[src/rtl/spi_cfg_pkg.sv]
package spi_cfg_pkg;

  localparam int BYTE_W    = 8;
  localparam int INSTR_AW  = 7;

  localparam int REG_CTRL  = 0;
  localparam int REG_PD_LO = 1;
  localparam int REG_PD_HI = 2;
  localparam int REG_CLK   = 3;

  localparam int CTRL_RST_BIT = 5;
  localparam int CTRL_LSB_BIT = 6;

  typedef struct packed {
    logic [3:0] a_mult;
    logic [2:0] b_mult;
    logic [2:0] b_div;
    logic       adc_pllb;
    logic       tx_fall;
    logic       bad;
  } clk_dec_t;

  function automatic logic [BYTE_W-1:0] reg_default(input int idx);
    case (idx)
      REG_PD_HI: reg_default = 8'hFF;
      REG_CLK:   reg_default = 8'h1A;
      default:   reg_default = 8'h00;
    endcase
  endfunction

  function automatic logic [BYTE_W-1:0] reg_wmask(input int idx);
    if (idx == REG_CTRL)
      reg_wmask = (8'h1 << CTRL_LSB_BIT) | (8'h1 << CTRL_RST_BIT);
    else
      reg_wmask = 8'hFF;
  endfunction

  function automatic clk_dec_t decode_clk(input logic [BYTE_W-1:0] r);
    clk_dec_t d;
    d.a_mult = 4'd1 << r[1:0];
    case (r[5:4])
      2'b00:   d.b_mult = 3'd3;
      2'b01:   d.b_mult = 3'd4;
      2'b10:   d.b_mult = 3'd6;
      default: d.b_mult = 3'd0;
    endcase
    case (r[3:2])
      2'b00:   d.b_div = 3'd2;
      2'b01:   d.b_div = 3'd4;
      2'b10:   d.b_div = 3'd1;
      default: d.b_div = 3'd0;
    endcase
    d.adc_pllb = r[6];
    d.tx_fall  = r[7];
    d.bad = (r[5:4] == 2'b11) || (r[3:2] == 2'b11) ||
            (!r[6] && ((r[1:0] != 2'b10) || (r[5:4] != 2'b01) || (r[3:2] != 2'b10)));
    return d;
  endfunction

endpackage

[src/rtl/spi_cfg_serial.sv]
module spi_cfg_serial
  import spi_cfg_pkg::*;
#(
  parameter int AW = INSTR_AW
) (
  input  logic              clk,
  input  logic              rst,
  input  logic              sclk,
  input  logic              csn,
  input  logic              sdi,
  input  logic              lsb_cfg,
  input  logic [BYTE_W-1:0] rd_data,
  output logic [AW-1:0]     addr,
  output logic              wr_en,
  output logic [BYTE_W-1:0] wr_data,
  output logic              sdo,
  output logic              sdo_en
);

  localparam int FRAME_BITS = 2 * BYTE_W;
  localparam int CNT_W      = $clog2(FRAME_BITS + 1);

  logic [2:0] sclk_q;
  logic [2:0] csn_q;
  logic [1:0] sdi_q;

  always_ff @(posedge clk) begin
    if (rst) begin
      sclk_q <= '0;
      csn_q  <= '1;
      sdi_q  <= '0;
    end else begin
      sclk_q <= {sclk_q[1:0], sclk};
      csn_q  <= {csn_q[1:0], csn};
      sdi_q  <= {sdi_q[0], sdi};
    end
  end

  logic rise, active, start;
  assign rise   = sclk_q[1] & ~sclk_q[2];
  assign active = ~csn_q[1];
  assign start  = ~csn_q[1] & csn_q[2];

  logic              lsb_act;
  logic [CNT_W-1:0]  cnt;
  logic [BYTE_W-1:0] sh, sh_nx, obuf;
  logic              is_rd, load_pend, rd_phase;

  assign sh_nx = lsb_act ? {sdi_q[1], sh[BYTE_W-1:1]} : {sh[BYTE_W-2:0], sdi_q[1]};

  // framing, per-frame order latch, abort handling
  always_ff @(posedge clk) begin
    if (rst) begin
      lsb_act   <= 1'b0;
      cnt       <= '0;
      sh        <= '0;
      obuf      <= '0;
      is_rd     <= 1'b0;
      load_pend <= 1'b0;
      rd_phase  <= 1'b0;
      addr      <= '0;
      wr_en     <= 1'b0;
      wr_data   <= '0;
    end else begin
      wr_en     <= 1'b0;
      load_pend <= 1'b0;
      if (!active) begin
        cnt      <= '0;
        is_rd    <= 1'b0;
        rd_phase <= 1'b0;
      end else begin
        if (start) lsb_act <= lsb_cfg;
        if (rise && cnt != CNT_W'(FRAME_BITS)) begin
          sh  <= sh_nx;
          cnt <= cnt + 1'b1;
          if (cnt == CNT_W'(BYTE_W - 1)) begin
            is_rd     <= sh_nx[BYTE_W-1];
            addr      <= sh_nx[AW-1:0];
            load_pend <= sh_nx[BYTE_W-1];
          end
          if (cnt == CNT_W'(FRAME_BITS - 1) && !is_rd) begin
            wr_en   <= 1'b1;
            wr_data <= sh_nx;
          end
          if (rd_phase)
            obuf <= lsb_act ? (obuf >> 1) : (obuf << 1);
        end
        if (load_pend) begin
          obuf     <= rd_data;
          rd_phase <= 1'b1;
        end
      end
    end
  end

  assign sdo    = rd_phase & (lsb_act ? obuf[0] : obuf[BYTE_W-1]);
  assign sdo_en = rd_phase;

endmodule

[src/rtl/spi_cfg_regs.sv]
module spi_cfg_regs
  import spi_cfg_pkg::*;
#(
  parameter int NREGS      = 4,
  parameter int AW         = INSTR_AW,
  parameter int RST_CYCLES = 1000
) (
  input  logic                         clk,
  input  logic                         rst,
  input  logic                         wr_en,
  input  logic [AW-1:0]                addr,
  input  logic [BYTE_W-1:0]            wr_data,
  output logic [BYTE_W-1:0]            rd_data,
  output logic [NREGS-1:0][BYTE_W-1:0] regs_all,
  output logic                         busy
);

  localparam int RC_W = $clog2(RST_CYCLES + 1);

  logic [BYTE_W-1:0] regs [NREGS];
  logic [RC_W-1:0]   rcnt;
  logic              in_range;

  assign in_range = (int'(addr) < NREGS);

  // defaults, self-clearing soft reset, write masking
  always_ff @(posedge clk) begin
    if (rst) begin
      for (int k = 0; k < NREGS; k++) regs[k] <= reg_default(k);
      busy <= 1'b0;
      rcnt <= '0;
    end else if (busy) begin
      if (rcnt == '0) begin
        busy                     <= 1'b0;
        regs[REG_CTRL][CTRL_RST_BIT] <= 1'b0;
      end else begin
        rcnt <= rcnt - 1'b1;
      end
    end else if (wr_en && in_range) begin
      if (int'(addr) == REG_CTRL && wr_data[CTRL_RST_BIT]) begin
        for (int k = 1; k < NREGS; k++) regs[k] <= reg_default(k);
        regs[REG_CTRL] <= (reg_default(REG_CTRL) & ~(8'h1 << CTRL_LSB_BIT))
                        | (wr_data & (8'h1 << CTRL_LSB_BIT))
                        | (8'h1 << CTRL_RST_BIT);
        busy <= 1'b1;
        rcnt <= RC_W'(RST_CYCLES - 1);
      end else begin
        regs[addr[$clog2(NREGS)-1:0]] <= wr_data & reg_wmask(int'(addr));
      end
    end
  end

  assign rd_data = in_range ? regs[addr[$clog2(NREGS)-1:0]] : '0;

  for (genvar g = 0; g < NREGS; g++) begin : g_flat
    assign regs_all[g] = regs[g];
  end

endmodule

[src/rtl/spi_cfg_decode.sv]
module spi_cfg_decode
  import spi_cfg_pkg::*;
(
  input  logic              clk,
  input  logic              pd_pin,
  input  logic [BYTE_W-1:0] pd_lo,
  input  logic [BYTE_W-1:0] pd_hi,
  input  logic [BYTE_W-1:0] clk_reg,
  output logic [BYTE_W-1:0] pd_vec,
  output clk_dec_t          dec
);

  // one registered stage, refilled every cycle from state
  always_ff @(posedge clk) begin
    pd_vec <= pd_pin ? pd_hi : pd_lo;
    dec    <= decode_clk(clk_reg);
  end

endmodule

[src/rtl/spi_cfg_bank.sv]
module spi_cfg_bank
  import spi_cfg_pkg::*;
#(
  parameter int NREGS      = 4,
  parameter int RST_CYCLES = 1000
) (
  input  logic       clk,
  input  logic       rst,
  input  logic       spi_sclk,
  input  logic       spi_csn,
  input  logic       spi_sdi,
  output logic       spi_sdo,
  output logic       spi_sdo_en,
  input  logic       pd_pin,
  output logic [7:0] pd_vec,
  output logic [3:0] pll_a_mult,
  output logic [2:0] pll_b_mult,
  output logic [2:0] pll_b_div,
  output logic       adc_clk_pllb,
  output logic       tx_fall_edge,
  output logic       clk_cfg_bad,
  output logic       soft_rst
);

  logic [INSTR_AW-1:0]          addr;
  logic                         wr_en;
  logic [BYTE_W-1:0]            wr_data, rd_data;
  logic [NREGS-1:0][BYTE_W-1:0] regs_all;
  clk_dec_t                     dec;

  spi_cfg_serial #(.AW(INSTR_AW)) i_serial (
    .clk     (clk),
    .rst     (rst),
    .sclk    (spi_sclk),
    .csn     (spi_csn),
    .sdi     (spi_sdi),
    .lsb_cfg (regs_all[REG_CTRL][CTRL_LSB_BIT]),
    .rd_data (rd_data),
    .addr    (addr),
    .wr_en   (wr_en),
    .wr_data (wr_data),
    .sdo     (spi_sdo),
    .sdo_en  (spi_sdo_en)
  );

  spi_cfg_regs #(
    .NREGS      (NREGS),
    .AW         (INSTR_AW),
    .RST_CYCLES (RST_CYCLES)
  ) i_regs (
    .clk      (clk),
    .rst      (rst),
    .wr_en    (wr_en),
    .addr     (addr),
    .wr_data  (wr_data),
    .rd_data  (rd_data),
    .regs_all (regs_all),
    .busy     (soft_rst)
  );

  spi_cfg_decode i_decode (
    .clk     (clk),
    .pd_pin  (pd_pin),
    .pd_lo   (regs_all[REG_PD_LO]),
    .pd_hi   (regs_all[REG_PD_HI]),
    .clk_reg (regs_all[REG_CLK]),
    .pd_vec  (pd_vec),
    .dec     (dec)
  );

  assign pll_a_mult   = dec.a_mult;
  assign pll_b_mult   = dec.b_mult;
  assign pll_b_div    = dec.b_div;
  assign adc_clk_pllb = dec.adc_pllb;
  assign tx_fall_edge = dec.tx_fall;
  assign clk_cfg_bad  = dec.bad;

endmodule

[config.mk]
export PLATFORM = sky130hd
export DESIGN_NAME = spi_cfg_bank
export DESIGN_NICKNAME = d
export VERILOG_FILES = /design/src/rtl/spi_cfg_pkg.sv /design/src/rtl/spi_cfg_serial.sv /design/src/rtl/spi_cfg_regs.sv /design/src/rtl/spi_cfg_decode.sv /design/src/rtl/spi_cfg_bank.sv
export SDC_FILE = /design/constraint.sdc
export NUM_CORES = 1
export LEC_CHECK = 0
export BUFFER_PORTS_ARGS = -buffer_cell sky130_fd_sc_hd__buf_2
export CORE_MARGIN = 8
export CORE_UTILIZATION = 60
export DETAILED_ROUTE_END_ITERATION = 10
export GPL_TIMING_DRIVEN = 0
export PLACE_DENSITY = 0.79
export SETUP_SLACK_MARGIN = 0.1
export SYNTH_ARGS = -nofsm -noshare
export SYNTH_HDL_FRONTEND = slang
export SYNTH_SLANG_ARGS = --single-unit
export TNS_END_PERCENT = 30
[constraint.sdc]
create_clock -name clk -period 5.77 [get_ports clk]
set_input_delay 0.2885 -clock clk [delete_from_list [all_inputs] [get_ports clk]]
set_output_delay 0.2885 -clock clk [all_outputs]
set_load 0.1 [all_outputs]
==> metrics.md, run 1 <==
| Metric | Value |
|---|---|
| Fraction of registers with async set/reset | `0%` |
| CTS max path bufs | `2` |
| Number of global-route vias before repair | `3356` |
| Pwr Density | `344 nW/um2` |
| VDD IR max | `0.000231 V` |
| Min-Delay Path Depth | `2` |
| Final nets | `480` |
| FF/Latch Area | `2620 um2` |
| Die area | `11000 um2` |
| I/O Pins | `30` |
| Worst Hold Launch | `pd_pin` |
| Clk slew on worst S/H paths | `0.06 ns` |
| Filler cells | `538` |
| Slowest stage delay, CP | `0.57 ns` |
| # hold bufs at CTS | `3` |
| Total Wirelength | `9750 um` |
| Crit start category | `flip-flop` |
| Final period util | `45.4%` |
| Total CTS buffers | `17` |
| Clock Sink Count | `115` |
| Worst Hold Class | `in -> reg` |
| Routed len/inst | `16.8 um` |
| Area of the multi-input gates | `2000 um2` |
| Logic pwr share | `4.5%` |
| Die width | `105 um` |
| Resize count post-CTS | `0` |
| First-pass GRT wire length | `16600 um` |
| #FFs+latches synth | `115` |
| CTS HTree Levels | `4` |
| Vias post-DR | `3307` |
| Chip Height | `105 um` |
| Largest net degree at the start of global routing | `17` |
| Detail Route Antenna Nets | `0` |
| Crit path max fanout | `10` |
| DR vias/cell | `5.71` |
| CTS Root Cell | `clkbuf_8` |
| Synth Flop Type | `dfxtp_1` |
| Tot GR Track Use | `18.8%` |
| Final Max Tran Viols | `0` |
| # diodes | `0` |
| Placed inst area | `5030 um2` |
| Crit-path cells | `buf_2, buf_1, mux2i_1, nor2_1, buf_2` |
| Leakage | `0.00204 uW` |
| Syn Area/Cell | `11.6 um2` |
| Crit end category | `output pin` |
| Flop pwr share | `43.8%` |
| DR iter-0 viols | `185` |
| Finished Cell Area | `5650 um2` |
| Syn Std Cell Area | `4750 um2` |
| Pre-antenna DRT Iters | `5` |
| Clock share of power | `51.7%` |
| Synth Warn # | `0` |
| Initial antenna violation count | `0` |
| Sw power | `450 uW` |
| Max-slew headroom | `33.0%` |
| Synth cell types | `53` |
| RSZ-0062 raised after global routing | `false` |
| Grt total ovfl | `0` |
| Core Area | `7690 um2` |
| Crit path max-delay cell type | `buf_1` |
| Layout cells sized above 1 | `21.4%` |
| Remaining DRCs | `0` |
| Worst R2R Path Depth | `5` |
| Post-synth EDFFs | `32` |
| Required time of the worst setup path | `5.48 ns` |
| Critical R2R Launch | `i_serial.addr[6]` |
| Sequential fraction of the synthesis area | `55.2%` |
| Max cap viols | `0` |
| Internal | `1490 uW` |
| Final Skew | `0.00789 ns` |
| Worst Setup Path Type | `reg -> out` |
| Hold Fails Final Rpt | `0` |
| Min-Delay Endpoint | `i_decode.pd_vec[2]` |
| Clock Latency Late Sink | `0.50 ns` |
| Setup_tns | `0 ns` |
| Most common cell on crit path | `buf_2` |
| IO Port Bufs | `27` |
| R2R Path End | `i_regs.regs[3][1]` |
| CTS tree | `done` |
| Switching share of power | `23.2%` |
| R2R Setup Slk | `3.44 ns` |
| Finish-stage setup viols | `0` |
| Post-Syn Instances | `410` |
| Initial Utilization | `61.8%` |
| Area growth syn-to-layout | `18.9%` |
| Status | `finished, final reports clean` |
| Tmin final | `2.62 ns` |
| # rows | `32` |
| Placer congestion estimate | `0.837` |
| DPL Wire Length | `6460 um` |
| Worst EP arrival | `2.33 ns` |
| Worst-Margin Slew | `1.00 ns` |
| Max Clock Freq | `0.382 GHz` |
| Post CTS Setup Buffer Count | `0` |
## per-layer routing
metal  track usage, %  share of wire, %  up-vias
met1             22.4                44     1611
met4             7.54               1.3        0
li1                 -                 -     1600
met2             30.8                50       88
met5                0                 0        -
met3             6.08               4.7        8
## flip-flops by register name, indices dropped and copies added (netlist names), 7 cells and up, named ones only
signal,count
i_serial.wr_data,8
i_serial.obuf,8
i_decode.pd_vec,8
i_serial.addr,7
i_decode.dec,13
i_serial.sh,8
i_regs.regs,32
i_regs.rcnt,10
## layout make-up
cell class,count,area share [%]
Sequential cell,115,46.4
Multi-Input combinational cell,267,35.4
Clock buffer,19,8.22
Timing Repair Buffer,30,2.92
Tap cell,102,2.26
Clock inverter,13,2.15
Buffer,22,1.93
Inverter,11,0.731
## kinds of logic after synthesis
| family | count (synthesis) | synth area share (%) |
|---|---|---|
| AO/OA/AOI/OAI | 61 | 9.95 |
| XOR/XNOR | 7 | 1.29 |
| adder cells (fa/ha/maj) | 10 | 2.63 |
| buffers and inverters | 33 | 3.16 |
| flip-flops | 115 | 55.2 |
| multiplexers | 34 | 9.48 |
| other | 1 | 0.0789 |
| AND/OR/NAND/NOR | 149 | 18.2 |
## cell usage after synthesis (all sizes together), types with 3 or more instances
cell type | instances | share of area, %
a211oi | 27 | 4.3
edfxtp | 32 | 20
and3 | 10 | 1.3
mux2 | 8 | 1.9
or4 | 3 | 0.63
nor4 | 4 | 1.4
o21ai | 5 | 0.53
nor3b | 4 | 0.63
nor3 | 6 | 0.74
xnor2 | 5 | 0.92
nand3 | 3 | 0.32
nor2 | 55 | 4.3
nand2 | 18 | 1.4
a221o | 7 | 1.5
buf | 13 | 1.6
or2 | 4 | 0.53
and2 | 5 | 0.66
a31oi | 7 | 0.92
nor4b | 3 | 1.2
or3 | 4 | 0.55
ha | 10 | 2.6
mux2i | 18 | 3.8
nor2b | 15 | 2.0
mux4 | 8 | 3.8
a21oi | 6 | 0.63
dfxtp | 83 | 35
clkbuf | 9 | 0.71
nand2b | 5 | 0.66
inv | 11 | 0.87
## cells in the final DEF (no fill, tap or decap), types with 11 or more instances in the layout
master,instances
mux2i_1,18
clkbuf_16,18
buf_2,33
dfxtp_1,83
nor2b_1,15
edfxtp_1,32
nor2_1,55
nand2_1,18
inv_1,11
a211oi_1,27
## power by group through the flow
| stage | combinational [uW] | clock (uW) | sequential, uW |
|---|---|---|---|
| floorplan | 31.7 | 0 | 903 |
| global placement | 85.2 | 0 | 867 |
| detailed placement | 85.7 | 0 | 868 |
| CTS | 88.0 | 1020 | 851 |
| global route | 92.1 | 1050 | 853 |
| finish | 87.6 | 1000 | 851 |
## how the worst max path moves through the flow
stage,slack [ns],cells after the start,from,to
6_report,3.15,5,i_serial.lsb_act,spi_sdo
3_3_place_gp,3.47,5,i_serial.addr[6],i_regs.regs[2][0]
4_1_cts,3.13,5,i_serial.lsb_act,spi_sdo
5_1_grt,2.99,5,i_serial.lsb_act,spi_sdo
2_1_floorplan,2.99,2,i_serial.sdo_en,spi_sdo
3_5_place_dp,3.44,5,i_serial.addr[6],i_regs.regs[2][0]
## metrics by stage
step           power (uW)  util (%)  setup WS [ns]  hold WS (ns)  instances
3_5_place_dp          954      65.5           3.44         0.399        544
4_1_cts              1960      73.5           3.13         0.343        579
5_1_grt              1990      73.5           2.99         0.355        579
6_report             1940      73.5           3.15         0.360        579
2_1_floorplan         935         -           2.99         0.343        415
3_3_place_gp          952      65.5           3.47         0.392        544
## worst max-delay path, delay by kind of cell, from the launching register on
family        cells  cell delay [ns]
simple gates      1             0.10
flops             1             0.30
mux               1             0.16
buf+inv           3             1.27
Power figures use the tool's default switching activity.
==> inputs of run 2 (changes only) <==
--- a/config.mk
+++ b/config.mk
@@ -5,12 +5,13 @@
 export SDC_FILE = /design/constraint.sdc
 export NUM_CORES = 1
 export LEC_CHECK = 0
+export ABC_AREA = 1
 export BUFFER_PORTS_ARGS = -buffer_cell sky130_fd_sc_hd__buf_2
 export CORE_MARGIN = 8
-export CORE_UTILIZATION = 60
+export CORE_UTILIZATION = 54
 export DETAILED_ROUTE_END_ITERATION = 10
 export GPL_TIMING_DRIVEN = 0
-export PLACE_DENSITY = 0.79
+export PLACE_DENSITY = 0.75
 export SETUP_SLACK_MARGIN = 0.1
 export SYNTH_ARGS = -nofsm -noshare
 export SYNTH_HDL_FRONTEND = slang
==> constraint.sdc (replaced) <==
create_clock -name clk -period 2.34 [get_ports clk]
set_input_delay 0.117 -clock clk [delete_from_list [all_inputs] [get_ports clk]]
set_output_delay 0.117 -clock clk [all_outputs]
set_load 0.1 [all_outputs]
==> run 2 against run 1 <==
Effect of this change:
- combinational power grew to 2.9 times the previous value
- clock power up 120%
- non-clock buffer count shrank 6
- final cell count grew 33%
- routed wire length increased by 13%
- setup slack worse by 2.9 ns
- first-iteration DRC count grew 46%
- synthesized cell count grew 45%
- sequential power increased by 150%
- global-route usage down 1.0 points
- total power up 140%
==> metrics.md, run 2 <==
| Metric | Value |
|---|---|
| Crit path capture | `i_regs.regs[2][1]` |
| Syn Area/Cell | `8.57 um2 (-26%)` |
| Main combinational cell family by area after synthesis | `simple AND/OR/NAND/NOR gates` |
| Worst R2R Path Depth | `7 (+2)` |
| Sequential fraction of the synthesis area | `51.6% (-3.6 points)` |
| Pre-antenna DRT Iters | `5 (unchanged)` |
| Ranking of synthesized cells by area | `dfxtp_1, edfxtp_1, nand2_1` |
| Crit end category | `flip-flop` |
| Finish-stage setup viols | `0 (unchanged)` |
| Placed cells | `736 (+35%)` |
| Core Util, Final | `64.6% (-8.9 points)` |
| VDD IR max | `0.000420 V (+82%)` |
| Total Wirelength | `11000 um (+13%)` |
| DR vias/cell | `5.38 (-5.7%)` |
| #FFs+latches synth | `115 (unchanged)` |
| Fraction of registers with async set/reset | `0% (unchanged)` |
| Crit path max fanout | `8 (-2)` |
| Final nets | `664 (+38%)` |
| XOR/XNOR Fraction of Synth Area | `0% (-1.3 points)` |
| Max-slew headroom | `48.3% (+15 points)` |
| Post-synth top cells | `nand2_1, dfxtp_1, nand3_1, inv_1, nor2_1` |
| Vias post-DR | `4156 (+26%)` |
| Die width | `113 um (+7.6%)` |
| Routed len/inst | `14.2 um (-16%)` |
| Largest net degree at the start of global routing | `17 (unchanged)` |
| Worst Setup Path Type | `reg -> reg` |
| Worst-Margin Slew | `0.770 ns (-0.233 ns)` |
| # diodes | `0 (unchanged)` |
| Synth Flop Type | `dfxtp_1` |
| Mux share of post-synthesis cell area | `1.77% (-7.7 points)` |
| Number of global-route vias before repair | `4002 (+19%)` |
| Fin cells | `772 (+33%)` |
| CTS max path bufs | `2 (unchanged)` |
| Total CTS buffers | `17 (unchanged)` |
| Top flop regs | `i_regs.regs x32, i_decode.dec x13, i_regs.rcnt x10` |
| Die area | `12800 um2 (+16%)` |
| R2R Setup Slk | `0.26 ns (-3.18 ns)` |
| Setup Slack @ Placement | `0.304 ns (-3.14 ns)` |
| # rows | `35 (+9.4%)` |
| Hold Fails Final Rpt | `0 (unchanged)` |
| Post-route setup slack | `0.264 ns (-2.89 ns)` |
| Clock Latency Late Sink | `0.51 ns (about the same)` |
| Area of the multi-input gates | `2190 um2 (+9.3%)` |
| I/O Pins | `30 (unchanged)` |
| Tmin final | `2.08 ns` |
| Largest reg by FF count | `i_regs.regs` |
| Initial antenna violation count | `0 (unchanged)` |
| Setup_tns | `0 ns (unchanged)` |
| Worst Hold Class | `in -> reg` |
| Post-synth EDFFs | `32 (unchanged)` |
| Critical R2R Launch | `i_serial.addr[6]` |
| Final Max Tran Viols | `0 (unchanged)` |
| Commonest non-fill, non-tap cell in the layout | `nand2_1` |
| CTS Root Cell | `clkbuf_8` |
| Pwr Density | `778 nW/um2 (+130%)` |
| Crit start category | `flip-flop` |
| Syn Std Cell Area | `5080 um2 (+6.9%)` |
| Most frequent cell after synthesis | `nand2_1` |
| IO Port Bufs | `27 (unchanged)` |
| Detail Route Antenna Nets | `0 (unchanged)` |
| FF/Latch Area | `2620 um2 (unchanged)` |
| DPL Wire Length | `7630 um (+18%)` |
| Clock Sink Count | `115 (unchanged)` |
| Share of the synthesized area in the top cell type | `32.7% (-2.3 points)` |
| Grt total ovfl | `0 (unchanged)` |
| Required time of the worst setup path | `2.47 ns (-3.01 ns)` |
| Post-Syn Instances | `593 (+45%)` |
| Clk slew on worst S/H paths | `0.06 ns (about the same)` |
| Max Clock Freq | `0.482 GHz` |
| Post-Synth Adder-Cell Area | `2.46% (-0.17 points)` |
| R2R Path End | `i_regs.regs[2][1]` |
| Layout cells sized above 1 | `21.8% (+0.40 points)` |
| Final period util | `88.7%` |
| DR iter-0 viols | `271 (+46%)` |
| Final Skew | `0.0103 ns (+0.00242 ns)` |
| Design Power | `4620 uW (+140%)` |
| Core Area | `9200 um2 (+20%)` |
| Area leader, netlist | `dfxtp_1` |
| Leading cell types in the layout, fill and taps excluded | `nand2_1, dfxtp_1, nand3_1` |
| Initial Utilization | `55.3% (-6.6 points)` |
| Status | `finished, final reports clean` |
| RSZ-0062 raised after global routing | `false` |
| Simple-Gate Fraction of Synth Area | `29.3% (+11 points)` |
| CP Launch Point | `i_serial.addr[6]` |
| Post-synthesis compound-gate area fraction | `8.99% (-0.96 points)` |
| First-pass GRT wire length | `18400 um (+10%)` |
| CTS tree | `done` |
| Max cap viols | `0 (unchanged)` |
| Area growth syn-to-layout | `17.0%` |
| Chip Height | `113 um (+7.6%)` |
| CTS HTree Levels | `4 (unchanged)` |
| Worst EP arrival | `2.21 ns (-0.12 ns)` |
| Tot GR Track Use | `17.8% (-1.0 points)` |
| Leakage | `0.00251 uW (+23%)` |
| Remaining DRCs | `0 (unchanged)` |
| Synth Warn # | `0 (unchanged)` |
| Filler cells | `741 (+38%)` |
| Synth cell types | `35 (-34%)` |
| Largest register FFs | `32 (unchanged)` |
| Placer congestion estimate | `0.845 (+0.96%)` |
==> run 2: cell types whose count changed after synthesis, sizes merged, moves of 10 or more <==
cell,delta
a211oi,-27
a21oi,+37
and3,-10
inv,+44
mux2i,-18
nand2,+147
nand3,+51
nor2,+15
nor2b,-15
o21ai,+18
==> run 2: cells by family (layout without fill, tap and decap cells) <==
| kind of cell | Yosys count | count (layout) |
|---|---|---|
| other | 1 | 6 |
| multiplexers | 8 | 8 |
| flip-flops | 115 | 115 |
| AO/OA/AOI/OAI | 78 | 78 |
| adder cells (fa/ha/maj) | 10 | 10 |
| AND/OR/NAND/NOR | 308 | 308 |
| buffers and inverters | 73 | 136 |
==> run 2: worst max-delay path: stages (launching register included) <==
cell	delay, ns
dfxtp_1	0.32
nor2_2	0.17
nand3_2	0.13
nor2_4	0.13
nand2_4	0.08
nor2_4	0.13
nand2_4	0.11
o21ai_1	0.62
==> run 2: report_power, final <==
| group | switching (uW) | internal, uW | total, uW |
|---|---|---|---|
| clock | 950 | 1300 | 2250 |
| sequential | 21.8 | 2090 | 2110 |
| combinational | 206 | 48.6 | 254 |
==> run 2: per-layer routing <==
metal  vias up  wire, um  GRT usage (%)  part of all wire (%)
li1       2045         -              -                     -
met4         0       234           7.90                   2.1
met3        20       595           4.15                   5.4
met1      1958      4810           21.1                    44
met2       133      5330           30.0                    49
met5         -         0              0                     0
==> run 2: per-stage QoR <==
| step | cell area, um2 | hold WS [ns] |
|---|---|---|
| floorplan | 5100 | 0.221 |
| global placement | 5380 | 0.298 |
| detailed placement | 5380 | 0.304 |
| CTS | 5940 | 0.128 |
| global route | 5940 | 0.172 |
| finish | 5940 | 0.146 |
==> run 2: final cells by class <==
| type | instances | area share (%) |
|---|---|---|
| Sequential cell | 115 | 44.1 |
| Multi-Input combinational cell | 410 | 36.8 |
| Clock buffer | 17 | 6.97 |
| Inverter | 58 | 3.66 |
| Timing Repair Buffer | 31 | 2.95 |
| Tap cell | 111 | 2.34 |
| Clock inverter | 15 | 1.85 |
| Buffer | 15 | 1.35 |
==> run 2: timing repair <==
item	in CTS	in global routing
setup endpoints to repair	0	1
endpoints found under the hold margin	4	0
buffers inserted	0	0
hold buffers	4	0
resized for setup	0	2
==> run 2: worst min path at each step <==
stage                  from            endpoint  slack [ns]  cells after the start
floorplan           spi_csn   i_serial.csn_q[0]        0.22                      1
global placement    spi_csn   i_serial.csn_q[0]        0.30                      2
detailed placement  spi_csn   i_serial.csn_q[0]        0.30                      2
CTS                  pd_pin  i_decode.pd_vec[4]        0.13                      2
global route         pd_pin  i_decode.pd_vec[1]        0.17                      2
finish               pd_pin  i_decode.pd_vec[4]        0.15                      2
